===== src/rtl/dma_irq_pkg.sv =====
package dma_irq_pkg;
  localparam int EV_W = 5;
  localparam int OFS_PEND = 'h00;
  localparam int OFS_EN   = 'h10;
  localparam int OFS_IDLE = 'h2C;
  localparam int OFS_CTL  = 'h40;
  localparam int OFS_STAT = 'h44;
  localparam int BANK_SPAN = 'h100;
endpackage


===== src/rtl/irq_chan_evt.sv =====
module irq_chan_evt
  import dma_irq_pkg::*;
(
  input  logic            clk,
  input  logic            rst_n,
  input  logic [EV_W-1:0] ev,
  input  logic            ctl_we,
  input  logic            stat_we,
  input  logic [EV_W-1:0] wmask,
  output logic [EV_W-1:0] ctl,
  output logic [EV_W-1:0] stat,
  output logic            rise
);
  logic gated, gated_q;

  always_ff @(posedge clk) begin
    if (!rst_n) begin
      ctl     <= '0;
      stat    <= '0;
      gated_q <= 1'b0;
    end else begin
      if (ctl_we) ctl <= wmask;
      stat    <= (stat & ~(stat_we ? wmask : '0)) | ev;
      gated_q <= gated;
    end
  end

  assign gated = |(ctl & stat);
  assign rise  = gated & ~gated_q;

  p_ev_capture_r1: assert property (@(posedge clk) disable iff (!rst_n)
    (|ev) |=> ((stat & $past(ev)) == $past(ev)));
  p_stat_sticky_r1: assert property (@(posedge clk) disable iff (!rst_n)
    !stat_we |=> ((stat & $past(stat)) == $past(stat)));
  p_ctl_hold_r3: assert property (@(posedge clk) disable iff (!rst_n)
    !ctl_we |=> $stable(ctl));
  p_rise_single_r4: assert property (@(posedge clk) disable iff (!rst_n)
    rise |=> !rise);
endmodule


===== src/rtl/irq_bank.sv =====
module irq_bank #(
  parameter int NCH = 4
) (
  input  logic           clk,
  input  logic           rst_n,
  input  logic [NCH-1:0] set_in,
  input  logic           pend_we,
  input  logic           en_we,
  input  logic [NCH-1:0] wdata,
  output logic [NCH-1:0] pend,
  output logic [NCH-1:0] en,
  output logic           irq
);
  always_ff @(posedge clk) begin
    if (!rst_n) begin
      pend <= '0;
      en   <= '0;
      irq  <= 1'b0;
    end else begin
      pend <= (pend & ~(pend_we ? wdata : '0)) | set_in;
      if (en_we) en <= wdata;
      irq  <= |(pend & en);
    end
  end

  p_set_wins_r6: assert property (@(posedge clk) disable iff (!rst_n)
    (|set_in) |=> ((pend & $past(set_in)) == $past(set_in)));
  p_w1c_r5: assert property (@(posedge clk) disable iff (!rst_n)
    (pend_we && (set_in == '0)) |=> ((pend & $past(wdata)) == '0));
  p_irq_high_r8: assert property (@(posedge clk) disable iff (!rst_n)
    (|(pend & en)) |=> irq);
  p_irq_low_r8: assert property (@(posedge clk) disable iff (!rst_n)
    !(|(pend & en)) |=> !irq);
endmodule


===== src/rtl/dma_irq_merge.sv =====
module dma_irq_merge
  import dma_irq_pkg::*;
#(
  parameter int NUM_CH = 4,
  parameter int NBANK  = 4,
  parameter int AW     = 12,
  parameter int DW     = 32
) (
  input  logic                   clk,
  input  logic                   rst_n,
  input  logic                   bus_wr,
  input  logic                   bus_rd,
  input  logic [AW-1:0]          bus_addr,
  input  logic [DW-1:0]          bus_wdata,
  output logic [DW-1:0]          bus_rdata,
  input  logic [NUM_CH*EV_W-1:0] ev_in,
  input  logic [NUM_CH-1:0]      ch_busy,
  output logic [NBANK-1:0]       irq_out
);
  localparam int RW = AW - 8;

  logic [RW-1:0]     region;
  logic [7:0]        lo;
  logic [EV_W-1:0]   ctl_a [NUM_CH];
  logic [EV_W-1:0]   stat_a[NUM_CH];
  logic [NUM_CH-1:0] rise_v;
  logic [NUM_CH-1:0] pend_a[NBANK];
  logic [NUM_CH-1:0] en_a  [NBANK];
  logic [DW-1:0]     rdata_n;
  logic              unused_wbits;

  assign region       = bus_addr[AW-1:8];
  assign lo           = bus_addr[7:0];
  assign unused_wbits = ^bus_wdata;

  for (genvar n = 0; n < NUM_CH; n++) begin : g_ch
    logic sel;
    assign sel = (region == RW'(n + 1));
    irq_chan_evt i_chan (
      .clk     (clk),
      .rst_n   (rst_n),
      .ev      (ev_in[n*EV_W +: EV_W]),
      .ctl_we  (bus_wr && sel && (int'(lo) == OFS_CTL)),
      .stat_we (bus_wr && sel && (int'(lo) == OFS_STAT)),
      .wmask   (bus_wdata[EV_W-1:0]),
      .ctl     (ctl_a[n]),
      .stat    (stat_a[n]),
      .rise    (rise_v[n])
    );
  end

  for (genvar b = 0; b < NBANK; b++) begin : g_bank
    irq_bank #(.NCH(NUM_CH)) i_bank (
      .clk     (clk),
      .rst_n   (rst_n),
      .set_in  (rise_v),
      .pend_we (bus_wr && (region == '0) && (int'(lo) == OFS_PEND + 4*b)),
      .en_we   (bus_wr && (region == '0) && (int'(lo) == OFS_EN + 4*b)),
      .wdata   (bus_wdata[NUM_CH-1:0]),
      .pend    (pend_a[b]),
      .en      (en_a[b]),
      .irq     (irq_out[b])
    );
  end

  always_comb begin
    rdata_n = '0;
    if (region == '0) begin
      for (int b = 0; b < NBANK; b++) begin
        if (int'(lo) == OFS_PEND + 4*b) rdata_n[NUM_CH-1:0] = pend_a[b];
        if (int'(lo) == OFS_EN + 4*b)   rdata_n[NUM_CH-1:0] = en_a[b];
      end
      if (int'(lo) == OFS_IDLE) rdata_n[NUM_CH-1:0] = ~ch_busy;
    end else begin
      for (int n = 0; n < NUM_CH; n++) begin
        if (region == RW'(n + 1)) begin
          if (int'(lo) == OFS_CTL)  rdata_n[EV_W-1:0] = ctl_a[n];
          if (int'(lo) == OFS_STAT) rdata_n[EV_W-1:0] = stat_a[n];
        end
      end
    end
  end

  always_ff @(posedge clk) begin
    if (!rst_n)      bus_rdata <= '0;
    else if (bus_rd) bus_rdata <= rdata_n;
  end

  p_rdata_hold_r11: assert property (@(posedge clk) disable iff (!rst_n)
    !bus_rd |=> $stable(bus_rdata));
endmodule


===== config.mk =====
export PLATFORM = sky130hd
export DESIGN_NAME = dma_irq_merge
export DESIGN_NICKNAME = d
export VERILOG_FILES = /design/src/rtl/dma_irq_pkg.sv /design/src/rtl/irq_chan_evt.sv /design/src/rtl/irq_bank.sv /design/src/rtl/dma_irq_merge.sv
export SDC_FILE = /design/constraint.sdc
export NUM_CORES = 1
export LEC_CHECK = 0
export ABC_AREA = 1
export CAP_MARGIN = 0
export CORE_MARGIN = 3
export CORE_UTILIZATION = 30
export CTS_CLUSTER_SIZE = 40
export DETAILED_ROUTE_END_ITERATION = 6
export SLEW_MARGIN = 20
export SYNTH_ARGS = -nofsm -noshare
export SYNTH_HDL_FRONTEND = slang
export SYNTH_HIERARCHICAL = 1
export SYNTH_SLANG_ARGS = --single-unit

===== constraint.sdc =====
create_clock -name clk -period 3.4 [get_ports clk]
set_clock_uncertainty 0.05 [all_clocks]
set_input_delay 0.34 -clock clk [delete_from_list [all_inputs] [get_ports clk]]
set_output_delay 0.34 -clock clk [all_outputs]
set_load 0.02 [all_outputs]

Yosys cells after proc, flatten, opt, wreduce, memory -nomap -nowiden
Index checks and enable logic that the tools add are counted.
{"block": "op_classes", "n_eq_ne": 14, "muxes": 32, "bitwise": 41, "n_reduce_logical": 31}
{"operator": "$mux 5", "n": 17}
{"operator": "$mux 4", "n": 14}
{"operator": "$and 5x5->5", "n": 8}
{"operator": "$and 4x4->4", "n": 8}
{"operator": "$eq 8x6->1 const B", "n": 4}
{"operator": "$logic_and 1x1->1", "n": 21}
{"operator": "$not 4->4", "n": 5}
{"operator": "$not 5->5", "n": 4}
{"operator": "$or 5x5->5", "n": 4}
{"operator": "$reduce_or 5->1", "n": 4}
{"operator": "$eq 8x5->1 const B", "n": 2}
{"operator": "$eq 8x8->1 const B", "n": 2}
{"operator": "$or 4x4->4", "n": 4}
{"operator": "$reduce_or 4->1", "n": 4}
{"operator": "$eq 4x2->1 const B", "n": 2}
{"operator": "$eq 8x4->1 const B", "n": 1}
{"operator": "$eq 8x7->1 const B", "n": 1}
{"operator": "$logic_not 8->1", "n": 1}
{"operator": "$and 1x1->1", "n": 4}
{"operator": "$eq 4x1->1 const B", "n": 1}
{"operator": "$eq 4x3->1 const B", "n": 1}
{"operator": "$logic_not 4->1", "n": 1}
{"operator": "$not 1->1", "n": 4}
{"operator": "$mux 1", "n": 1}
{"block": "word_totals", "in_bits": 72, "out_inout_bits": 36, "regBits": 85}

Longest topological paths before layout
Gate-level depths: netlist of the first run.
{"block": "logic_depth", "depth_word": 15, "mapped_depth": 13, "mapped_depth_nobuf": 13}

Hierarchy
The synthesis of the first run kept the hierarchy.
{"module": "irq_chan_evt", "seq_area_each_um2": 220.2, "instances": 4, "cells_per_inst": 53, "area_per_inst_um2": 410.4}
{"module": "dma_irq_merge", "seq_area_each_um2": 100.1, "instances": 1, "cells_per_inst": 268, "area_per_inst_um2": 1418.9}
{"module": "irq_bank", "seq_area_each_um2": 180.2, "instances": 4, "cells_per_inst": 43, "area_per_inst_um2": 332.8}

Worst setup path after synthesis of the first run
OpenSTA, ideal clock, no wires.
{"block": "synth_timing", "kind": "in2reg", "start": "input bus_addr[8]", "end": "register g_ch[3].i_chan.stat[0]", "arrival_time_ns": 1.534, "slack_ns": 1.699, "required_time_ns": 3.233, "n_path_buf": 2, "setup_time_ns": 0.117, "stages": 8, "cell_sequence": "buf_2 nor2_1 nand3_2 buf_6 nor3_1 nand2_1 a21oi_2 nor2_1"}
{"block": "synth_via", "elab_chain_cells": 7}
{"item": "start, declared", "line_no": "dma_irq_merge.sv:13", "source": "input logic [AW-1:0] bus_addr,"}
{"item": "$eq 4x3->1", "line_no": "dma_irq_merge.sv:38", "source": "assign sel = (region == RW'(n + 1));"}
{"item": "$logic_and 1x1->1 (2 in a row)", "line_no": "dma_irq_merge.sv:44", "source": ".stat_we (bus_wr && sel && (int'(lo) == OFS_STAT)),"}
{"item": "$mux 5", "line_no": "irq_chan_evt.sv:23", "source": "stat <= (stat & ~(stat_we ? wmask : '0)) | ev;"}
{"item": "$not 5->5", "line_no": "irq_chan_evt.sv:23"}
{"item": "$and 5x5->5", "line_no": "irq_chan_evt.sv:23"}
{"item": "$or 5x5->5", "line_no": "irq_chan_evt.sv:23"}
{"item": "end signal, assigned", "line_no": "irq_chan_evt.sv:23"}
{"item": "end, declared", "line_no": "irq_chan_evt.sv:11", "source": "output logic [EV_W-1:0] stat,"}
Every way passes these cells.
A chain may end at the register's enable or synchronous reset.

Final worst setup path of the first run
{"block": "layout_timing", "start": "input bus_addr[1]", "end": "register g_ch[0].i_chan.stat[0]"}
{"block": "layout_via", "elab_chain_cells": 6}
{"item": "$eq 8x8->1", "line_no": "dma_irq_merge.sv:44"}
{"item": "$logic_and 1x1->1", "line_no": "dma_irq_merge.sv:44"}
{"item": "$mux 5", "line_no": "irq_chan_evt.sv:23"}
{"item": "$not 5->5", "line_no": "irq_chan_evt.sv:23"}
{"item": "$and 5x5->5", "line_no": "irq_chan_evt.sv:23"}
{"item": "$or 5x5->5", "line_no": "irq_chan_evt.sv:23"}
{"item": "end signal, assigned", "line_no": "irq_chan_evt.sv:23"}
{"item": "end, declared", "line_no": "irq_chan_evt.sv:11"}
Every way passes these cells.

==> results of run 1 <==
[power breakdown]
group / switching (mW) / internal (mW) / total [mW]
Clock: 0.396 / 0.778 / 1.17
Sequential: 0.0215 / 1.02 / 1.04
Combinational: 0.124 / 0.0792 / 0.204
Total: 0.542 / 1.87 / 2.42
[cell type report]
class	instances	area, sq um
fill	1525	8680
multi-input combinational	507	2350
sequential	85	1700
timing repair buffer	58	568
clock buffer	13	270
tap	180	225
inverter	56	210
clock inverter	3	90.1
[tightest hold or removal path: stages (launching register included)]
cell	delay, ns
dfxtp_1	0.34
nand2_1	0.08
a21oi_1	0.06
[sequential cells by signal, indices dropped and copies added, names as in the netlist]
name                 cells
bus_rdata                5
g_bank.i_bank/en        16
g_bank.i_bank/irq        4
g_bank.i_bank/pend      16
g_ch.i_chan/ctl         20
g_ch.i_chan/gated_q      4
g_ch.i_chan/stat        20
[synthesized netlist by cell type, types with 2 or more instances]
master and n:
a21oi_1 9, a21oi_2 37, a31oi_1 2, buf_4 27, buf_6 2, dfxtp_1 85
inv_1 49, inv_2 6, nand2_1 142, nand2_2 2, nand3_1 28, nand3_2 3
nand3b_1 2, nand4_1 6, nor2_1 158, nor2_2 2, nor2_4 5, nor3_1 15
o211ai_1 3, o21ai_0 60, o21ai_1 3, o22ai_1 2
[cells in the final DEF (no fill, tap or decap), types with 6 or more instances in the layout]
cell type        netlist  final
conb_1                 1     27
o21ai_0               60     60
clkdlybuf4s50_1        0     53
nor2_1               158    158
nand3_1               28     28
nand4_1                6      6
inv_1                 49     49
nand2_1              142    142
a21oi_2               37     37
a21oi_1                9      9
clkbuf_16              0      9
inv_2                  6      6
nor3_1                15     15
dfxtp_1               85     85
[layer usage]
metal  track usage, %  vias up
met5                0        -
met1             22.1     1924
met2             24.8      135
met4             6.37        0
met3             2.47       21
li1                 -     2180
[cell families (layout without fill, tap and decap cells)]
logic type	after synthesis	in the layout	synth area share (%)
simple gates	363	363	34.3
compound gates	117	117	16.9
buf+inv	86	130	10.0
flops	85	85	38.7
other cells	1	27	0.0854
[path summary, 6_finish.rpt]
| check | from | end | cells past startpoint |
|---|---|---|---|
| min reg2reg | bus_rdata[4] | bus_rdata[4] | 2 |
| max | bus_addr[1] | g_ch[0].i_chan/stat[0] | 9 |
| min | bus_rdata[4] | bus_rdata[4] | 2 |
| max reg2reg | g_ch[2].i_chan/stat[1] | g_bank[2].i_bank/pend[2] | 6 |
[per-stage QoR]
step                setup WS (ns)  utilization, %  cell area, sq um  cells
floorplan                    1.70               -              4490    678
global placement            0.793            35.8              5050    886
detailed placement          0.801            35.8              5050    886
CTS                          1.15            38.4              5410    902
global route                0.910            38.4              5410    902
finish                       1.13            38.4              5410    902
==> reports/qor.csv, run 1 <==
metric,value,unit
met1_length,6090,microns
clk_transition_reported_paths,0.06,ns
relSlewSlack,40.5,%
area_growth,23.2,%
status,completed,
max_freq,440,MHz
cts_root_buf,clkbuf_16,
end_kind,register,
synth_edf_count,0,
grt-ovfl-total,0,
worstSetupStartpointType,primary input,
finalWirelength,12700,microns
cts_buffer_depth,2,
routabilityCongestion,0.843,
netlist.area_leader.share,38.7,%
cts-buffers-inserted,9,
ant_nets,0,
drt_iter0_markers,287,
post-dp-hpwl,9190,microns
required,3.59,ns
viasPerCell,4.72,
grt_pass1_wl,20600,microns
leakagePower,2.21,nW
critical_path_class,primary input to register,
htreeDepth,3,
peakVddDrop,0.206,mV
clock-sinks,85,
wl_met3,750,microns
die_h,127,microns
power.total,2.42,mW
synthTopCellsByArea,"dfxtp_1, nor2_1, nand2_1, a21oi_2, o21ai_0",
rsz0062_at_grt,false,
fp.dieArea,16100,sq um
cap_violations,0,
arrival,2.46,ns
tightest_slew,0.890,ns
min_period_over_period,66.9,%
timing.hold.ws,0.467,ns
io_buffer_count,53,
post_drt_wl_per_cell,14.0,microns
diodes,0,
post-cts-setup-buffers,0,
critPathMaxFanout,13,
cts_resized,0,
fp-row-count,43,
setup_violations,0,
cts_tree,done,
die_w,127,microns
syn-cell-area,4390,sq um
cts.hold.buffers_added,0,
num_vias,4260,
drv_slew,0,
firstDrtPassIters,5,
synth_area_leader_cell,dfxtp_1,
grt_usage,15.9,%
yosys_most_used_dff,dfxtp_1,
clk_latency,0.35,ns
crit_buf_inv,2,
drive_gt1_share,10.4,%
met2_length,5570,microns
ys_types,26,
cp_cell_sequence,"clkdlybuf4s50_1, nor2_4, nand3_2, nor2_4, inv_2, nor3_1, nand2_1, a21oi_2, nor2_1",
async_flop_share,0,%
critPathMaxStageDelay,0.51,ns
ios,108,
min_period,2.27,ns
initial_utilization,31.2,%
routed.top_layer,met4,
holdCritPathClass,register to register,
powerDensity,446,nW/um^2
grt_max_degree,47,
ys_seq_elements,85,
critPathTopFamily,simple AND/OR/NAND/NOR gates,
syn_avg_cell_area,6.74,sq um
grt_pass1_vias,4008,
antenna_found_initial,0,
ys_warn_count,6,
netlist_instances,652,
drc_errors,0,
setup_tns,0,ns
rrSetupSlack,1.91,ns
design.core.area,14100,sq um
cp_slowest_cell,nor3_1,
nNetsFinal,789,
ys_seq_area_share,38.7,%
cp_common_cell,nor2_4,
hold_viol,0,
(Power assumes the default switching activity.)
==> run 2, diff against run 1 <==
==> constraint.sdc (replaced) <==
create_clock -name clk -period 1.95 [get_ports clk]
set_clock_uncertainty 0.05 [all_clocks]
set_input_delay 0.195 -clock clk [delete_from_list [all_inputs] [get_ports clk]]
set_output_delay 0.195 -clock clk [all_outputs]
set_load 0.02 [all_outputs]
==> run 2 against run 1 <==
Die area unchanged. Highest routed layer unchanged. Largest cell class unchanged. Utilization increased by 2.3 points. Sequential power up 74%. Largest power group is now sequential cells. Design area up 6.1%.
==> reports/qor.csv, run 2 (synthesis results as in run 1) <==
metric,value,unit,change
status,completed,,
fp-row-count,43,,unchanged
post-cts-setup-buffers,0,,unchanged
min_period,1.69,ns,
ant_nets,0,,unchanged
internal_power,3.04,mW,+62%
grt_pass1_vias,3926,,-2.0%
die_h,127,microns,unchanged
viasPerCell,4.69,,-0.62%
clk_latency,0.34,ns,about the same
fp.dieArea,16100,sq um,unchanged
min_path_cells,3,,+1
grt_max_degree,23,,-51%
diodes,0,,unchanged
drc_errors,0,,unchanged
die_w,127,microns,unchanged
relSlewSlack,62.6,%,+22 points
antenna_found_initial,0,,unchanged
routabilityCongestion,0.884,,+4.9%
worstSetupStartpointType,primary input,,
cap_violations,0,,unchanged
design.core.area,14100,sq um,unchanged
holdCritPathClass,primary input to register,,
firstDrtPassIters,5,,unchanged
drt_iter0_markers,261,,-9.1%
cts_buffer_depth,2,,unchanged
critPathMaxFanout,7,,-6
tightest_slew,0.559,ns,-0.331 ns
powerDensity,696,nW/um^2,+56%
finalWirelength,13000,microns,+2.3%
final_cell_mix,"nor2_1, nand2_1, dfxtp_1, o21ai_0, buf_4",,
stdcell_count,950,,+5.3%
rsz0062_at_grt,false,,
switchingPower,951,uW,+76%
final_common_cell,nor2_1,,
io_buffer_count,53,,unchanged
drive_gt1_share,16.1,%,+5.7 points
switching_share,23.8,%,+1.4 points
placed_cells,936,,+5.6%
cts-buffers-inserted,9,,unchanged
critical_path_class,primary input to register,,
nNetsFinal,839,,+6.3%
grt_usage,16.1,%,+0.14 points
arrival,1.88,ns,-0.58 ns
ios,108,,unchanged
timing.hold.ws,0.399,ns,-0.0679 ns
grt-ovfl-total,0,,unchanged
cts_tree,done,,
area_growth,30.8,%,
cts_resized,0,,unchanged
htreeDepth,3,,unchanged
drv_slew,0,,unchanged
setup_violations,0,,unchanged
leakagePower,2.43,nW,+10%
power.share.clock,44.8,%,-3.8 points
comb_power_share,9.9,%,+1.5 points
cts.hold.buffers_added,0,,unchanged
cts_root_buf,clkbuf_16,,
end_kind,register,,
max_freq,590,MHz,
power.total,3.99,mW,+65%
peakVddDrop,0.351,mV,+70%
reg2regPathDepth,8,,+2
setup_tns,0,ns,unchanged
min_period_over_period,86.9,%,
hold_viol,0,,unchanged
seqPwrFrac,45.3,%,+2.4 points
clk_transition_reported_paths,0.06,ns,about the same
num_vias,4459,,+4.7%
initial_utilization,31.2,%,unchanged
reg_top3,"g_ch.i_chan/ctl (20), g_ch.i_chan/stat (20)",,
post_drt_wl_per_cell,13.6,microns,-2.9%
clock-sinks,85,,unchanged
grt_pass1_wl,20400,microns,-1.0%
required,2.14,ns,-1.45 ns
post-dp-hpwl,9590,microns,+4.3%
-- run 2: path summary, 6_finish.rpt --
| path | start | to | slack, ns |
|---|---|---|---|
| setup reg to reg | g_ch[0].i_chan/stat[0] | bus_rdata[0] | 0.58 |
| hold / removal | ev_in[17] | g_ch[3].i_chan/stat[2] | 0.40 |
| setup / recovery | bus_addr[2] | g_ch[1].i_chan/ctl[2] | 0.26 |
| hold reg to reg | g_bank[1].i_bank/en[1] | g_bank[1].i_bank/en[1] | 0.47 |
-- run 2: per-stage QoR --
step | utilization [%] | instance area (sq um) | worst slack (ns)
2_1_floorplan | - | 4490 | 0.394
3_3_place_gp | 38.6 | 5440 | -0.0732
3_5_place_dp | 38.6 | 5440 | -0.0994
4_1_cts | 40.7 | 5740 | 0.236
5_1_grt | 40.7 | 5740 | 0.0111
6_report | 40.7 | 5740 | 0.255
-- run 2: layer usage --
| layer | part of all wire (%) | vias up | track usage (%) |
|---|---|---|---|
| li1 | - | 2274 | - |
| met5 | 0 | - | 0 |
| met4 | 1.6 | 0 | 5.43 |
| met1 | 49 | 2036 | 22.7 |
| met3 | 5.3 | 16 | 2.84 |
| met2 | 44 | 133 | 24.8 |
-- run 2: cell type report --
type	instances	area [sq um]
tap	180	225
clock inverter	5	77.6
sequential	85	1700
inverter	56	210
fill	1479	8350
clock buffer	9	225
multi-input combinational	507	2350
timing repair buffer	108	956
-- run 2: worst max-delay path, stage by stage --
cell and delay [ns]:
clkdlybuf4s50_1 0.49, nor2_1 0.16, nand2_2 0.12, nor2_4 0.22, inv_1 0.15, nor3_1 0.17, buf_4 0.17, inv_2 0.06
nor2_1 0.09, nor2_1 0.05
-- run 2: power by group through the flow --
stage	Sequential, mW	Clock (mW)	Combinational [mW]
global route	1.81	1.88	0.430
global placement	1.85	0	0.392
finish	1.81	1.79	0.395
detailed placement	1.85	0	0.394
CTS	1.81	1.81	0.395
floorplan	1.84	0	0.198
==> run 3, diff against run 2 <==
--- a/config.mk
+++ b/config.mk
@@ -7,11 +7,10 @@
 export LEC_CHECK = 0
 export ABC_AREA = 1
 export CAP_MARGIN = 0
-export CORE_MARGIN = 3
+export CORE_MARGIN = 2
 export CORE_UTILIZATION = 30
 export CTS_CLUSTER_SIZE = 40
 export DETAILED_ROUTE_END_ITERATION = 6
-export SLEW_MARGIN = 20
 export SYNTH_ARGS = -nofsm -noshare
 export SYNTH_HDL_FRONTEND = slang
 export SYNTH_HIERARCHICAL = 1
==> run 3 against run 2 <==
Critical path type unchanged. Power decreased by 1.4%. Maximum frequency fell by 4.6%. Sequential power is essentially flat. Largest power group unchanged. Wire length increased by 0.76%.
==> reports/qor.csv, run 3 (synthesis results as in run 1) <==
metric,value,unit,change
grt_pass1_wl,21200,microns,+4.1%
fp.dieArea,15600,sq um,-3.1%
clk_transition_reported_paths,0.06,ns,about the same
ios,108,,unchanged
diodes,0,,unchanged
grt_usage,17.1,%,+1.0 points
tightest_slew,0.655,ns,+0.0952 ns
cts-buffers-inserted,9,,unchanged
r2r-start,g_ch[0].i_chan/stat[3],,
firstDrtPassIters,5,,unchanged
area_growth,30.8,%,about the same
clk_latency,0.35,ns,about the same
min_period,1.78,ns,+0.0811 ns
io_buffer_count,53,,unchanged
ant_nets,0,,unchanged
min_period_over_period,91.1,%,+4.2 points
arrival,1.96,ns,+0.08 ns
post-dp-hpwl,9590,microns,about the same
post_drt_wl_per_cell,13.7,microns,+0.33%
dpl_worst_slack,-0.182,ns,-0.0825 ns
reg2regPathDepth,8,,unchanged
power.total,3.94,mW,-1.4%
htreeDepth,3,,unchanged
viasPerCell,4.59,,-2.2%
cts_buffer_depth,2,,unchanged
cts.hold.buffers_added,0,,unchanged
reg_top3,"g_ch.i_chan/ctl (20), g_ch.i_chan/stat (20)",,
met1_length,6320,microns,-0.77%
peakVddDrop,0.368,mV,+5.0%
drc_errors,0,,unchanged
end_kind,register,,
status,completed,,
setup_ws,0.174,ns,-0.0811 ns
max_freq,563,MHz,-4.6%
relSlewSlack,56.2,%,-6.4 points
fill_cells,1534,,+3.7%
routabilityCongestion,0.931,,+5.3%
grt-ovfl-total,0,,unchanged
nNetsFinal,837,,-0.24%
powerDensity,686,nW/um^2,-1.4%
drive_gt1_share,16.0,%,-0.13 points
cts_root_buf,clkbuf_16,,
critical_path_class,primary input to register,,
worstSetupStartpointType,primary input,,
grt_pass1_vias,4100,,+4.4%
required,2.14,ns,about the same
grt_max_degree,30,,+30%
drt_iter0_markers,318,,+22%
hp-start,ev_in[7],,
drv_slew,0,,unchanged
fp-row-count,44,,+2.3%
wl_met3,552,microns,-20%
initial_utilization,30.4,%,-0.71 points
routed.top_layer,met4,,
timing.rr.end,bus_rdata[3],,
clock-sinks,85,,unchanged
hold_viol,0,,unchanged
post-cts-setup-buffers,0,,unchanged
setup_violations,0,,unchanged
min_path_cells,3,,unchanged
finalWirelength,13100,microns,+0.76%
cap_violations,0,,unchanged
num_vias,4380,,-1.8%
antenna_found_initial,0,,unchanged
holdCritPathClass,primary input to register,,
whs_endpoint,g_ch[1].i_chan/stat[2],,
met2_length,5830,microns,+2.6%
final_common_cell,nor2_1,,
rsz0062_at_grt,false,,
rrSetupSlack,0.54,ns,-0.04 ns
leakagePower,2.43,nW,-0.34%
cts_resized,0,,unchanged
die_w,125,microns,-1.6%
die_h,125,microns,-1.6%
critPathMaxFanout,10,,+3
cts_tree,done,,
design.core.area,14400,sq um,+2.3%
final_cell_mix,"nor2_1, nand2_1, dfxtp_1, o21ai_0, clkdlybuf4s50_1",,
==> run 3: cell types whose count changed in the layout (fill, tap and decap cells not counted) <==
cell       change
buf_4          -3
clkinv_4       +2
buf_12         +1
bufinv_16      -1
clkbuf_1       +1
clkbuf_8       +1
clkinv_2       -1
==> run 3: worst max-delay path by stage <==
| stage | startpoint | end | depth (start not counted) |
|---|---|---|---|
| 3_3_place_gp | bus_addr[2] | g_ch[3].i_chan/ctl[2] | 10 |
| 3_5_place_dp | bus_addr[2] | g_ch[3].i_chan/ctl[1] | 10 |
| 5_1_grt | bus_addr[2] | g_ch[2].i_chan/ctl[3] | 10 |
| 2_1_floorplan | bus_addr[8] | g_ch[3].i_chan/stat[0] | 8 |
| 4_1_cts | bus_addr[2] | g_ch[1].i_chan/ctl[1] | 10 |
| 6_report | bus_addr[2] | g_ch[1].i_chan/ctl[2] | 10 |
==> run 3: per-layer routing <==
metal / global-route usage, % / up-vias
met1: 23.1 / 1961
met4: 7.25 / 0
met5: 0 / -
met2: 27.3 / 116
li1: - / 2280
met3: 2.70 / 23
==> run 3: stage by stage <==
step | instances | utilization [%] | instance area, sq um | TNS, ns | hold slack, ns
floorplan | 678 | - | 4490 | 0 | 0.229
detailed placement | 938 | 37.7 | 5440 | -6.33 | 0.433
global route | 954 | 39.8 | 5750 | 0 | 0.417
CTS | 954 | 39.8 | 5750 | 0 | 0.387
global placement | 938 | 37.7 | 5440 | -5.25 | 0.431
finish | 954 | 39.8 | 5750 | 0 | 0.395
==> run 3: cell type report <==
class                           instances  area [sq um]  share of cell area [%]
Clock buffer                           11           243                    4.22
Clock inverter                          5          60.1                    1.05
Timing Repair Buffer                  106           953                    16.6
Tap cell                              184           230                    4.01
Multi-Input combinational cell        507          2350                    40.9
Sequential cell                        85          1700                    29.6
Inverter                               56           210                    3.66
==> run 3: report_power, final <==
part | switching [mW] | internal [mW] | total [mW]
clock | 0.708 | 1.03 | 1.74
sequential | 0.0377 | 1.77 | 1.81
combinational | 0.225 | 0.169 | 0.394
==> run 3: critical path, cell delays in order <==
cell and delay (ns):
clkdlybuf4s50_1 0.51, nor2_1 0.18, nand2_2 0.14, nor2_4 0.24
inv_1 0.15, nor3_1 0.17, buf_4 0.17, inv_2 0.06
nor2_1 0.09, nor2_1 0.05
